`config.mk`:
```
export PLATFORM = sky130hd
export DESIGN_NAME = pll_boost_seq
export DESIGN_NICKNAME = d
export VERILOG_FILES = /design/src/rtl/boost_pkg.sv /design/src/rtl/boost_arm_detect.sv /design/src/rtl/boost_timer.sv /design/src/rtl/boost_out_mux.sv /design/src/rtl/pll_boost_seq.sv
export SDC_FILE = /design/constraint.sdc
export NUM_CORES = 1
export LEC_CHECK = 0
export BUFFER_PORTS_ARGS = -buffer_cell sky130_fd_sc_hd__buf_2
export CORE_UTILIZATION = 40
export CTS_CLUSTER_DIAMETER = 80
export DETAILED_ROUTE_END_ITERATION = 8
export HOLD_SLACK_MARGIN = 0.12
export MAX_ROUTING_LAYER = met4
export PLACE_DENSITY = 0.7
export SYNTH_ARGS = -nofsm -noshare
export SYNTH_HDL_FRONTEND = slang
export SYNTH_SLANG_ARGS = --single-unit
export TNS_END_PERCENT = 50
```
`constraint.sdc`:
```
create_clock -name clk -period 1.7 [get_ports clk]
set_clock_uncertainty 0.05 [all_clocks]
set_input_delay 0.085 -clock clk [delete_from_list [all_inputs] [get_ports clk]]
set_output_delay 0.085 -clock clk [all_outputs]
set_load 0.02 [all_outputs]
```
`src/rtl/boost_pkg.sv`:
```
package boost_pkg;
  typedef enum logic [1:0] {
    ACT_HOLD  = 2'd0,
    ACT_LOAD  = 2'd1,
    ACT_STEP  = 2'd2,
    ACT_CLEAR = 2'd3
  } timer_act_t;

  function automatic timer_act_t pick_action(input logic armed, input logic trig,
                                             input logic dur_zero, input logic rem_zero);
    if (!armed)                 return ACT_CLEAR;
    else if (trig && !dur_zero) return ACT_LOAD;
    else if (!rem_zero)         return ACT_STEP;
    else                        return ACT_HOLD;
  endfunction
endpackage

```
`src/rtl/boost_arm_detect.sv`:
```
module boost_arm_detect #(
  parameter int MODE_W = 2,
  parameter int CP_W   = 4,
  parameter int SEL_W  = 4,
  parameter logic [MODE_W-1:0] ARM_MODE = 2'b01,
  parameter logic [SEL_W-1:0]  ARM_SEL  = 4'b1100
) (
  input  logic [MODE_W-1:0] mode_cfg,
  input  logic [CP_W-1:0]   cp_cfg,
  input  logic [SEL_W-1:0]  sel_cfg,
  output logic              armed
);
  logic mode_ok, cp_ok, sel_ok;
  assign mode_ok = (mode_cfg == ARM_MODE);
  assign cp_ok   = (cp_cfg == '0);
  assign sel_ok  = (sel_cfg == ARM_SEL);
  assign armed   = mode_ok && cp_ok && sel_ok;
endmodule

```
`src/rtl/boost_timer.sv`:
```
module boost_timer
  import boost_pkg::*;
#(
  parameter int CNT_W = 12
) (
  input  logic             clk,
  input  logic             rst_n,
  input  logic             armed,
  input  logic             trig,
  input  logic [CNT_W-1:0] dur,
  output logic             running,
  output logic [CNT_W-1:0] remain
);
  timer_act_t act;
  logic dur_zero, rem_zero;

  assign dur_zero = (dur == '0);
  assign rem_zero = (remain == '0);
  assign act      = pick_action(armed, trig, dur_zero, rem_zero);
  assign running  = !rem_zero;

  always_ff @(posedge clk or negedge rst_n) begin
    if (!rst_n) remain <= '0;
    else begin
      case (act)
        ACT_LOAD:  remain <= dur;
        ACT_STEP:  remain <= remain - 1'b1;
        ACT_CLEAR: remain <= '0;
        default:   remain <= remain;
      endcase
    end
  end


  load_value_chk: assert property (@(posedge clk) disable iff (!rst_n)
    (armed && trig && dur != '0) |=> (remain == $past(dur)));

  count_down_chk: assert property (@(posedge clk) disable iff (!rst_n)
    (armed && !trig && remain != '0) |=> (remain == $past(remain) - 1'b1));

  disarm_clear_chk: assert property (@(posedge clk) disable iff (!rst_n)
    (!armed) |=> (remain == '0));
endmodule

```
`src/rtl/boost_out_mux.sv`:
```
module boost_out_mux #(
  parameter int CP_W = 4
) (
  input  logic            forced,
  input  logic [CP_W-1:0] cp_cfg,
  output logic [CP_W-1:0] cp_eff,
  output logic            shunt_sw
);
  assign cp_eff   = forced ? {CP_W{1'b1}} : cp_cfg;
  assign shunt_sw = forced;
endmodule

```
`src/rtl/pll_boost_seq.sv`:
```
module pll_boost_seq #(
  parameter int MODE_W = 2,
  parameter int CP_W   = 4,
  parameter int SEL_W  = 4,
  parameter int CNT_W  = 12,
  parameter logic [MODE_W-1:0] ARM_MODE = 2'b01,
  parameter logic [SEL_W-1:0]  ARM_SEL  = 4'b1100
) (
  input  logic              clk,
  input  logic              rst_n,
  input  logic [MODE_W-1:0] mode_cfg,
  input  logic [CP_W-1:0]   cp_cfg,
  input  logic [SEL_W-1:0]  sel_cfg,
  input  logic [CNT_W-1:0]  dur_cfg,
  input  logic              freq_wr,
  output logic [CP_W-1:0]   cp_eff,
  output logic              shunt_sw,
  output logic              seq_busy
);
  localparam logic [CP_W-1:0] CP_MAX = {CP_W{1'b1}};

  logic             armed;
  logic             running;
  logic             forced;
  logic [CNT_W-1:0] remain;

  boost_arm_detect #(
    .MODE_W(MODE_W), .CP_W(CP_W), .SEL_W(SEL_W),
    .ARM_MODE(ARM_MODE), .ARM_SEL(ARM_SEL)
  ) u_arm (
    .mode_cfg(mode_cfg), .cp_cfg(cp_cfg), .sel_cfg(sel_cfg), .armed(armed)
  );

  boost_timer #(.CNT_W(CNT_W)) u_timer (
    .clk(clk), .rst_n(rst_n), .armed(armed), .trig(freq_wr),
    .dur(dur_cfg), .running(running), .remain(remain)
  );

  assign forced   = armed && running;
  assign seq_busy = forced;

  boost_out_mux #(.CP_W(CP_W)) u_mux (
    .forced(forced), .cp_cfg(cp_cfg), .cp_eff(cp_eff), .shunt_sw(shunt_sw)
  );


  cp_forced_chk: assert property (@(posedge clk) disable iff (!rst_n)
    seq_busy |-> (cp_eff == CP_MAX));

  switch_match_chk: assert property (@(posedge clk) disable iff (!rst_n)
    (shunt_sw == seq_busy));

  idle_pass_chk: assert property (@(posedge clk) disable iff (!rst_n)
    (!armed) |-> (!shunt_sw && cp_eff == cp_cfg));

  zero_dur_chk: assert property (@(posedge clk) disable iff (!rst_n)
    (freq_wr && dur_cfg == '0 && remain == '0) |=> !seq_busy);

  release_chk: assert property (@(posedge clk) disable iff (!rst_n)
    (remain == 1 && !freq_wr) |=> (!shunt_sw && cp_eff == cp_cfg));
endmodule

```
==> impl_metrics.tcl, run 1 <==
set metrics [dict create \
    status "complete, but fails checks" \
    failed_checks "setup timing" \
    ys_top_cells_by_area "dfrtp_1 35%, a21oi_1 6.9%, mux2i_1 4.6%" \
    end_kind "output pin" \
    tightest_slew_ps 530 \
    fillers 146 \
    area_growth_pct 70.9 \
    path_cells "inv_2 > ha_4 > nor3b_4 > nand3_4 > nand2_4 > nand2b_1 > buf_6" \
    final_antenna_net_count 0 \
    path_class "reg2out" \
    timing.final.ws_setup_ps -97.2 \
    first_global_vias 1065 \
    gp_congestion 0.846 \
    cp-start-kind "flip-flop" \
    hold_viol_final 0 \
    cts_tree "done" \
    peakVddDrop_mv 0.265 \
    grt.overflow.total 0 \
    cts-root-buf "clkbuf_4" \
    grt_max_degree 13 \
    rsz0062_at_grt "yes" \
    num_vias 1065 \
    drtIter0Drc 31 \
    cp_slowest_stage_delay_ps 430 \
    ys_seq_elements 12 \
    yosys.area.top_type_share 0.345 \
    fin_nets 191 \
    die_h_um 48.6 \
    seq_area_frac_synth 0.345 \
    syn_inst 96 \
    min_period_ps 1800 \
    start_util 0.434 \
    fp.dieArea_um2 2360 \
    syn_nets 122 \
    critPathBufInv 2 \
    htreeDepth 1 \
    setup_viol 9 \
    pre_cts_ws_ps -29.1 \
    yosys.area.top_type "dfrtp_1" \
    total_power_uw 637 \
    cp.arrival_ps 1660 \
    largest_reg_flops 12 \
    hold_class "in2reg" \
    insertion_delay_ps 280 \
    final_area_um2 1490 \
    cts_max_path_buffers 2 \
    cts_buffers 3 \
    antennaDiodeCount 0 \
    place_inst 164 \
    vias_per_cell 5.58 \
    worst_path_max_delay_cell "dfrtp_1" \
    antenna_found_initial 0 \
    drive_gt1_frac 0.451 \
    fp.dieW_um 48.6 \
    drt_first_pass_iters 4 \
    finalNonFillerCells 191 \
    ys_types 37 \
    core-area_um2 2000 \
    critical_path.top_delay_family "simple AND/OR/NAND/NOR gates" \
    drv_cap 0 \
    grt.total_usage 0.265 \
    synthesis.area_um2 870 \
    relSlewSlack 0.644 \
    portBuffers 30 \
    pin_count 31 \
    cts.clk_slew.worst_paths_ps 80 \
    fp-row-count 16 \
    p_per_area_nw_per_um2 428 \
    crit_required_ps 1560 \
    top_register "u_timer.remain" \
    hold-worst-slack_ps 136 \
    wl_um 2860 \
    post-route-period-util 1.06 \
    wire_per_inst_um 15.0 \
    drv_slew 0 \
    top_regs "u_timer.remain: 12 flops" \
    path_max_fanout 5 \
    grt_first_pass_wirelength_um 4600 \
    hpwl_um 1900 \
    max_freq_ghz 0.556 \
    drc_errors 0 \
    syn_avg_cell_area_um2 9.06 \
    yosysWarnings 0 \
    cts_sinks 12 \
    dpl-instance-area_um2 1140 \
    leakage_nw 0.725 \
]
worst min-delay path, cell delays in order:
cell and delay [ps]:
buf_2 90, o21ai_0 120, a21oi_1 130
synthesized netlist by cell type:
library cell and number:
a211oi_1 1, a21oi_1 12, a31oi_1 1, and4_1 1, buf_4 1, buf_6 1, clkbuf_1 1, dfrtp_1 12
ha_1 1, inv_1 4, mux2_2 1, mux2i_1 4, nand2_1 10, nand2b_1 4, nand3_1 5, nand3_4 1
nand4_1 1, nand4b_1 1, nor2_1 4, nor2b_1 1, nor3_1 2, nor3b_1 1, nor3b_2 1, nor4_1 2
nor4_2 1, nor4_4 1, nor4b_1 1, o211ai_1 1, o21a_1 1, o21ai_0 5, o22ai_1 3, o31ai_4 1
or3_1 1, or4_1 2, or4_4 2, xnor2_1 1, xor2_1 3
cells in the final DEF (no fill, tap or decap), drive strengths merged, types with 4 or more instances in the layout:
master and instances:
nor2 4, dlygate4sd3 16, nand2 10, nor4 4, mux2i 4, or4 4, clkbuf 4, o21ai 5
nand3 6, a21oi 12, inv 4, buf 51, nand2b 4, dfrtp 12
stage by stage:
step                      utilization  TNS (ps)
after global routing            0.743     -1450
after detailed placement        0.572     -66.7
final                           0.743      -686
after CTS                       0.707      -378
after floorplan                     -         0
after global placement          0.572         0
power breakdown:
group / switching (mW) / leakage [nW] / internal (mW)
Combinational: 0.0483 / 0.538 / 0.0654
Clock: 0.107 / 0.0210 / 0.131
Sequential: 0.000138 / 0.166 / 0.285
kinds of logic (layout without fill, tap and decap cells):
group | Yosys count | in the layout | synth area share
xor+xnor | 4 | 4 | 0.0403
simple gates | 42 | 42 | 0.321
flops | 12 | 12 | 0.345
compound gates | 25 | 25 | 0.177
fa+ha+maj | 1 | 1 | 0.0144
mux | 5 | 5 | 0.0590
buf+inv | 7 | 75 | 0.0432
final cells by class:
type                       count  area, um2  share of cell area
tap                           27       33.8              0.0227
multi-input combinational     77        591               0.397
clock buffer                   4       36.3              0.0244
sequential                    12        302               0.203
inverter                       4       15.0              0.0101
timing repair buffer          67        509               0.343
routing by layer:
layer  vias to the layer above  share of wire  wire length [um]  track usage
li1                        493              -                 -            -
met1                       491           0.37              1060        0.286
met2                        67           0.51              1450        0.486
met3                        14          0.070               199       0.0283
met4                         0          0.051               147        0.113
met5                         -              0                 0            -
what timing repair did:
| item | in CTS | in global routing |
|---|---|---|
| hold buffers | 16 | 0 |
| resized for setup | 13 | 13 |
| buffers inserted | 3 | 4 |
| endpoints found under the setup margin | 10 | 13 |
| endpoints found under the hold margin | 23 | 0 |
| pin swaps | 3 | 4 |
worst paths after layout:
path / startpoint / to / slack (ps) / depth (start not counted)
worst max-delay path: u_timer.remain[1]$_DFFE_PN0P_ / cp_eff[1] / -100 / 7
worst min-delay path: dur_cfg[10] / u_timer.remain[10]$_DFFE_PN0P_ / 140 / 3
worst max register to register: u_timer.remain[2]$_DFFE_PN0P_ / u_timer.remain[11]$_DFFE_PN0P_ / -100 / 5
worst min register to register: u_timer.remain[9]$_DFFE_PN0P_ / u_timer.remain[9]$_DFFE_PN0P_ / 620 / 2
max in group asynchronous: rst_n / u_timer.remain[9]$_DFFE_PN0P_ / 1210 / 2
min in group asynchronous: rst_n / u_timer.remain[6]$_DFFE_PN0P_ / 150 / 2
Power figures use the tool's default switching activity.
==> run 2, diff against run 1 <==
--- a/config.mk
+++ b/config.mk
@@ -5,13 +5,14 @@
 export SDC_FILE = /design/constraint.sdc
 export NUM_CORES = 1
 export LEC_CHECK = 0
-export BUFFER_PORTS_ARGS = -buffer_cell sky130_fd_sc_hd__buf_2
+export BUFFER_PORTS_ARGS = -buffer_cell sky130_fd_sc_hd__buf_4
 export CORE_UTILIZATION = 40
 export CTS_CLUSTER_DIAMETER = 80
 export DETAILED_ROUTE_END_ITERATION = 8
 export HOLD_SLACK_MARGIN = 0.12
 export MAX_ROUTING_LAYER = met4
 export PLACE_DENSITY = 0.7
+export SKIP_LAST_GASP = 1
 export SYNTH_ARGS = -nofsm -noshare
 export SYNTH_HDL_FRONTEND = slang
 export SYNTH_SLANG_ARGS = --single-unit
==> run 2 against run 1 <==
The flow still finishes with violations (setup timing). Final area up 2.4%. Sequential cell count did not move. First-iteration DRC count decreased by 26%. Final cell count shrank 0.52%. Non-clock buffer count unchanged. Sequential power barely moved. Clock power is 23% lower. Critical endpoint is now u_timer.remain[9]$_DFFE_PN0P_. Largest cell class is now buffers. Highest routed layer unchanged.
==> impl_metrics.tcl, run 2 (synthesis results as in run 1) <==
set metrics [dict create \
    status "complete, but fails checks" \
    failed_checks "setup timing" \
    wl_met2_um 1490 \
    vias_per_cell 5.64 \
    grt_first_pass_wirelength_um 4320 \
    cts.clk_slew.worst_paths_ps 70 \
    htreeDepth 1 \
    post-route-period-util 1.06 \
    cp_slowest_stage_delay_ps 460 \
    rsz0062_at_grt "yes" \
    hold_class "in2async" \
    top_register "u_timer.remain" \
    pwr-share-seq 0.475 \
    fp.dieW_um 48.6 \
    worst_path_max_delay_cell "or4_1" \
    drv_cap 0 \
    wire_per_inst_um 14.9 \
    final_area_um2 1520 \
    antenna_found_initial 0 \
    cp-start-kind "flip-flop" \
    peakVddDrop_mv 0.297 \
    switchingPower_uw 150 \
    num_vias 1072 \
    setup_viol 10 \
    die_h_um 48.6 \
    cts_sinks 12 \
    leakage_nw 0.737 \
    internal-power_uw 450 \
    end_kind "flip-flop" \
    fp.dieArea_um2 2360 \
    top_layer_used "met4" \
    grt.overflow.total 0 \
    pin_count 31 \
    cts-root-buf "clkbuf_4" \
    start_util 0.434 \
    r2r_setup_slack_ps -100 \
    top_regs "u_timer.remain: 12 flops" \
    cts_max_path_buffers 2 \
    gp_congestion 0.928 \
    drv_slew 0 \
    insertion_delay_ps 280 \
    relSlewSlack 0.696 \
    final_antenna_net_count 0 \
    layout_commonest_cell "buf_4" \
    largest_reg_flops 12 \
    fillers 148 \
    clkPwrFrac 0.306 \
    path_cells "buf_4 > or4_1 > nor3b_1 > mux2i_1 > a21oi_1" \
    cp.arrival_ps 1920 \
    worst-r2r-cell-count 5 \
    timing.final.ws_setup_ps -102 \
    tightest_slew_ps 452 \
    p_sw_frac 0.250 \
    drive_gt1_frac 0.405 \
    worstReg2RegStart "u_timer.remain[1]$_DFFE_PN0P_" \
    grt_max_degree 19 \
    drc_errors 0 \
    antennaDiodeCount 0 \
    hold_viol_final 0 \
    dpl-instance-area_um2 1230 \
    area_growth_pct 75.0 \
    worstReg2RegEnd "u_timer.remain[9]$_DFFE_PN0P_" \
    final_cell_mix "44 x buf_4, 17 x dlygate4sd3_1, 12 x a21oi_1, 12 x dfrtp_1, 9 x nand2_1" \
    path_class "reg2reg" \
    wl_met3_um 218 \
    grt.total_usage 0.255 \
    p_per_area_nw_per_um2 395 \
    fp-row-count 16 \
    critical_path.top_delay_family "simple AND/OR/NAND/NOR gates" \
    crit_required_ps 1820 \
    critPathBufInv 1 \
    drt_first_pass_iters 4 \
    max_freq_ghz 0.555 \
    wirelength_met1_um 1030 \
    hpwl_um 1910 \
    cts_tree "done" \
    combPwrFrac 0.218 \
    total_power_uw 600 \
    fin_nets 191 \
    min_period_ps 1800 \
    cts_buffers 3 \
    first_global_vias 1017 \
    drtIter0Drc 23 \
    portBuffers 30 \
    path_max_fanout 3 \
    core-area_um2 2000 \
    wl_um 2830 \
]
## run 2: cell count changes in the layout (fill, tap and decap cells not counted), sizes merged
| cell | delta |
|---|---|
| buf | -1 |
| clkbuf | -1 |
| dlygate4sd3 | +1 |
## run 2: power by group through the flow
stage          clock, mW  sequential, mW  combinational, mW
6_report           0.184           0.285              0.131
3_3_place_gp           0           0.291             0.0953
4_1_cts            0.184           0.285              0.124
5_1_grt            0.197           0.285              0.141
3_5_place_dp           0           0.291             0.0977
2_1_floorplan          0           0.291             0.0278
## run 2: repair_timing
item,CTS,global route
resized for setup,5,7
pin swaps,2,2
setup endpoints to repair,9,13
setup buffers,4,2
hold buffers,16,1
endpoints found under the hold margin,24,1
## run 2: layout make-up
class / instances / area [um2] / share of cell area
Tap cell: 27 / 33.8 / 0.0222
Inverter: 4 / 15.0 / 0.00987
Timing Repair Buffer: 67 / 577 / 0.379
Multi-Input combinational cell: 77 / 573 / 0.377
Clock buffer: 3 / 22.5 / 0.0148
Sequential cell: 12 / 300 / 0.197
## run 2: layer usage
layer  vias to the layer above  global-route usage
li1                        494                   -
met3                         9              0.0314
met1                       508               0.251
met4                         0               0.113
met5                         -                   -
met2                        61               0.493
## run 2: how the worst max path moves through the flow
stage                                   from                       endpoint  slack, ps  depth (start not counted)
2_1_floorplan  u_timer.remain[0]$_DFFE_PN0P_  u_timer.remain[1]$_DFFE_PN0P_          4                          6
3_3_place_gp   u_timer.remain[0]$_DFFE_PN0P_  u_timer.remain[5]$_DFFE_PN0P_         40                          5
3_5_place_dp   u_timer.remain[0]$_DFFE_PN0P_  u_timer.remain[5]$_DFFE_PN0P_          2                          5
4_1_cts        u_timer.remain[0]$_DFFE_PN0P_  u_timer.remain[9]$_DFFE_PN0P_        -50                          4
5_1_grt        u_timer.remain[1]$_DFFE_PN0P_  u_timer.remain[5]$_DFFE_PN0P_       -160                          6
6_report       u_timer.remain[1]$_DFFE_PN0P_  u_timer.remain[9]$_DFFE_PN0P_       -100                          5
## run 2: metrics by stage
step	TNS (ps)	utilization	std cells	worst slack [ps]	hold slack, ps
after CTS	-323	0.735	187	-45.2	74.0
after detailed placement	0	0.616	164	2.13	-113
after floorplan	0	-	96	4.18	-261
final	-558	0.760	190	-102	130
after global placement	0	0.616	164	42.4	-115
after global routing	-1460	0.760	190	-155	128
==> run 3, diff against run 2 <==
--- a/config.mk
+++ b/config.mk
@@ -11,8 +11,9 @@
 export DETAILED_ROUTE_END_ITERATION = 8
 export HOLD_SLACK_MARGIN = 0.12
 export MAX_ROUTING_LAYER = met4
-export PLACE_DENSITY = 0.7
+export PLACE_DENSITY = 0.66
 export SKIP_LAST_GASP = 1
+export SLEW_MARGIN = 25
 export SYNTH_ARGS = -nofsm -noshare
 export SYNTH_HDL_FRONTEND = slang
 export SYNTH_SLANG_ARGS = --single-unit
==> run 3 against run 2 <==
The run still ends with setup timing left. Non-clock buffer count rose by 3. Critical path type is now reg2out. Utilization increased by 5.0 points. Sequential cell count stayed put. Largest cell class is now multi-input combinational cells. Combinational power is 7% higher. Hold slack got worse by 19 ps. Global-route usage shrank 0.38 points. Maximum frequency grew 1.1%. Via count shrank 0.47%.
==> impl_metrics.tcl, run 3 (synthesis results as in run 1) <==
set metrics [dict create \
    status "complete, but fails checks" \
    failed_checks "setup timing" \
    cts_sinks 12 \
    post-route-period-util 1.05 \
    leakage_nw 0.764 \
    peakVddDrop_mv 0.310 \
    drc_errors 0 \
    clkPwrFrac 0.350 \
    area_growth_pct 86.5 \
    fin_util 0.810 \
    regArea_um2 300 \
    portBuffers 30 \
    worst_path_max_delay_cell "dfrtp_1" \
    grt_max_degree 13 \
    total_power_uw 654 \
    fp-row-count 16 \
    finalNonFillerCells 194 \
    internal-power_uw 505 \
    grt.overflow.total 0 \
    drv_slew 0 \
    path_max_fanout 5 \
    num_vias 1067 \
    top_register "u_timer.remain" \
    cp-start-kind "flip-flop" \
    timing.final.ws_setup_ps -83.1 \
    wl_um 3010 \
    cts_max_path_buffers 2 \
    combPwrFrac 0.214 \
    worstReg2RegStart "u_timer.remain[0]$_DFFE_PN0P_" \
    htreeDepth 1 \
    layout_commonest_cell "buf_4" \
    drive_gt1_frac 0.473 \
    p_per_area_nw_per_um2 403 \
    antennaDiodeCount 0 \
    worst-r2r-cell-count 7 \
    die_h_um 48.6 \
    rsz0062_at_grt "yes" \
    final_cell_mix "45 x buf_4, 18 x dlygate4sd3_1, 12 x dfrtp_1, 11 x a21oi_1, 9 x nand2_1" \
    cts.clk_slew.worst_paths_ps 80 \
    cts-root-buf "clkbuf_4" \
    start_util 0.434 \
    multiInputGateArea_um2 639 \
    hold_class "in2async" \
    r2r_setup_slack_ps -70 \
    fp.dieW_um 48.6 \
    fp.dieArea_um2 2360 \
    min_period_ps 1780 \
    insertion_delay_ps 280 \
    worstReg2RegEnd "u_timer.remain[1]$_DFFE_PN0P_" \
    vias_per_cell 5.50 \
    drv_cap 0 \
    path_class "reg2out" \
    cp.arrival_ps 1650 \
    path_cells "inv_2 > ha_4 > nor3b_4 > nand3_4 > nand2_8 > inv_2 > buf_6" \
    critical_path.top_delay_family "simple AND/OR/NAND/NOR gates" \
    critPathBufInv 3 \
    grt_first_pass_wirelength_um 4480 \
    core-area_um2 2000 \
    tns_ps -681 \
    relSlewSlack 0.660 \
    cp_common_cell "inv_2" \
    first_global_vias 1057 \
    grt.total_usage 0.252 \
    cts_buffers 3 \
    crit_required_ps 1560 \
    final_antenna_net_count 0 \
    fin_nets 194 \
    top_regs "u_timer.remain: 12 flops" \
    pin_count 31 \
    setup_viol 11 \
    cts_tree "done" \
    switchingPower_uw 149 \
    hold_viol_final 0 \
    place_inst 165 \
    p_sw_frac 0.228 \
    drtIter0Drc 27 \
    hold-worst-slack_ps 111 \
    wire_per_inst_um 15.5 \
    pwr-share-seq 0.436 \
    largest_reg_flops 12 \
    cp_slowest_stage_delay_ps 430 \
    hpwl_um 1820 \
    max_freq_ghz 0.561 \
    gp_congestion 0.789 \
    antenna_found_initial 0 \
    tightest_slew_ps 510 \
    end_kind "output pin" \
    drt_first_pass_iters 4 \
    fillers 110 \
]
run 3: worst max path at each step:
stage / slack, ps / endpoint / from / cells past startpoint
2_1_floorplan: 4 / u_timer.remain[1]$_DFFE_PN0P_ / u_timer.remain[0]$_DFFE_PN0P_ / 6
3_3_place_gp: 30 / u_timer.remain[5]$_DFFE_PN0P_ / u_timer.remain[0]$_DFFE_PN0P_ / 5
3_5_place_dp: -40 / u_timer.remain[9]$_DFFE_PN0P_ / u_timer.remain[0]$_DFFE_PN0P_ / 4
4_1_cts: -50 / cp_eff[3] / u_timer.remain[0]$_DFFE_PN0P_ / 7
5_1_grt: -140 / seq_busy / u_timer.remain[0]$_DFFE_PN0P_ / 7
6_report: -80 / shunt_sw / u_timer.remain[0]$_DFFE_PN0P_ / 7
run 3: routing by layer:
metal / share of wire / GRT usage
met3: 0.068 / 0
met1: 0.37 / 0.302
met2: 0.52 / 0.449
met4: 0.039 / 0.103
met5: 0 / -
run 3: final cells by class:
cell class / count / area share
clock buffer: 4 / 0.0224
inverter: 4 / 0.00926
timing repair buffer: 70 / 0.368
sequential: 12 / 0.185
multi-input combinational: 77 / 0.394
tap: 27 / 0.0208
run 3: per-stage QoR:
stage	setup WS, ps	area, um2
floorplan	4.18	878
global placement	25.7	1230
detailed placement	-44.0	1230
CTS	-49.8	1510
global route	-140	1620
finish	-83.1	1620
run 3: repair_timing:
item / CTS / global route
hold endpoints to repair: 24 / 0
buffers inserted: 7 / 2
pin swaps: 2 / 9
hold buffers: 18 / 0
setup endpoints to repair: 8 / 18
resized for setup: 4 / 21
run 3: power groups by stage:
stage                     Clock, mW  Sequential [mW]  Combinational, mW
final                         0.229            0.285              0.140
after global routing          0.240            0.285              0.149
after CTS                     0.226            0.285              0.126
after detailed placement          0            0.291             0.0929
after global placement            0            0.291             0.0920
after floorplan                   0            0.291             0.0278
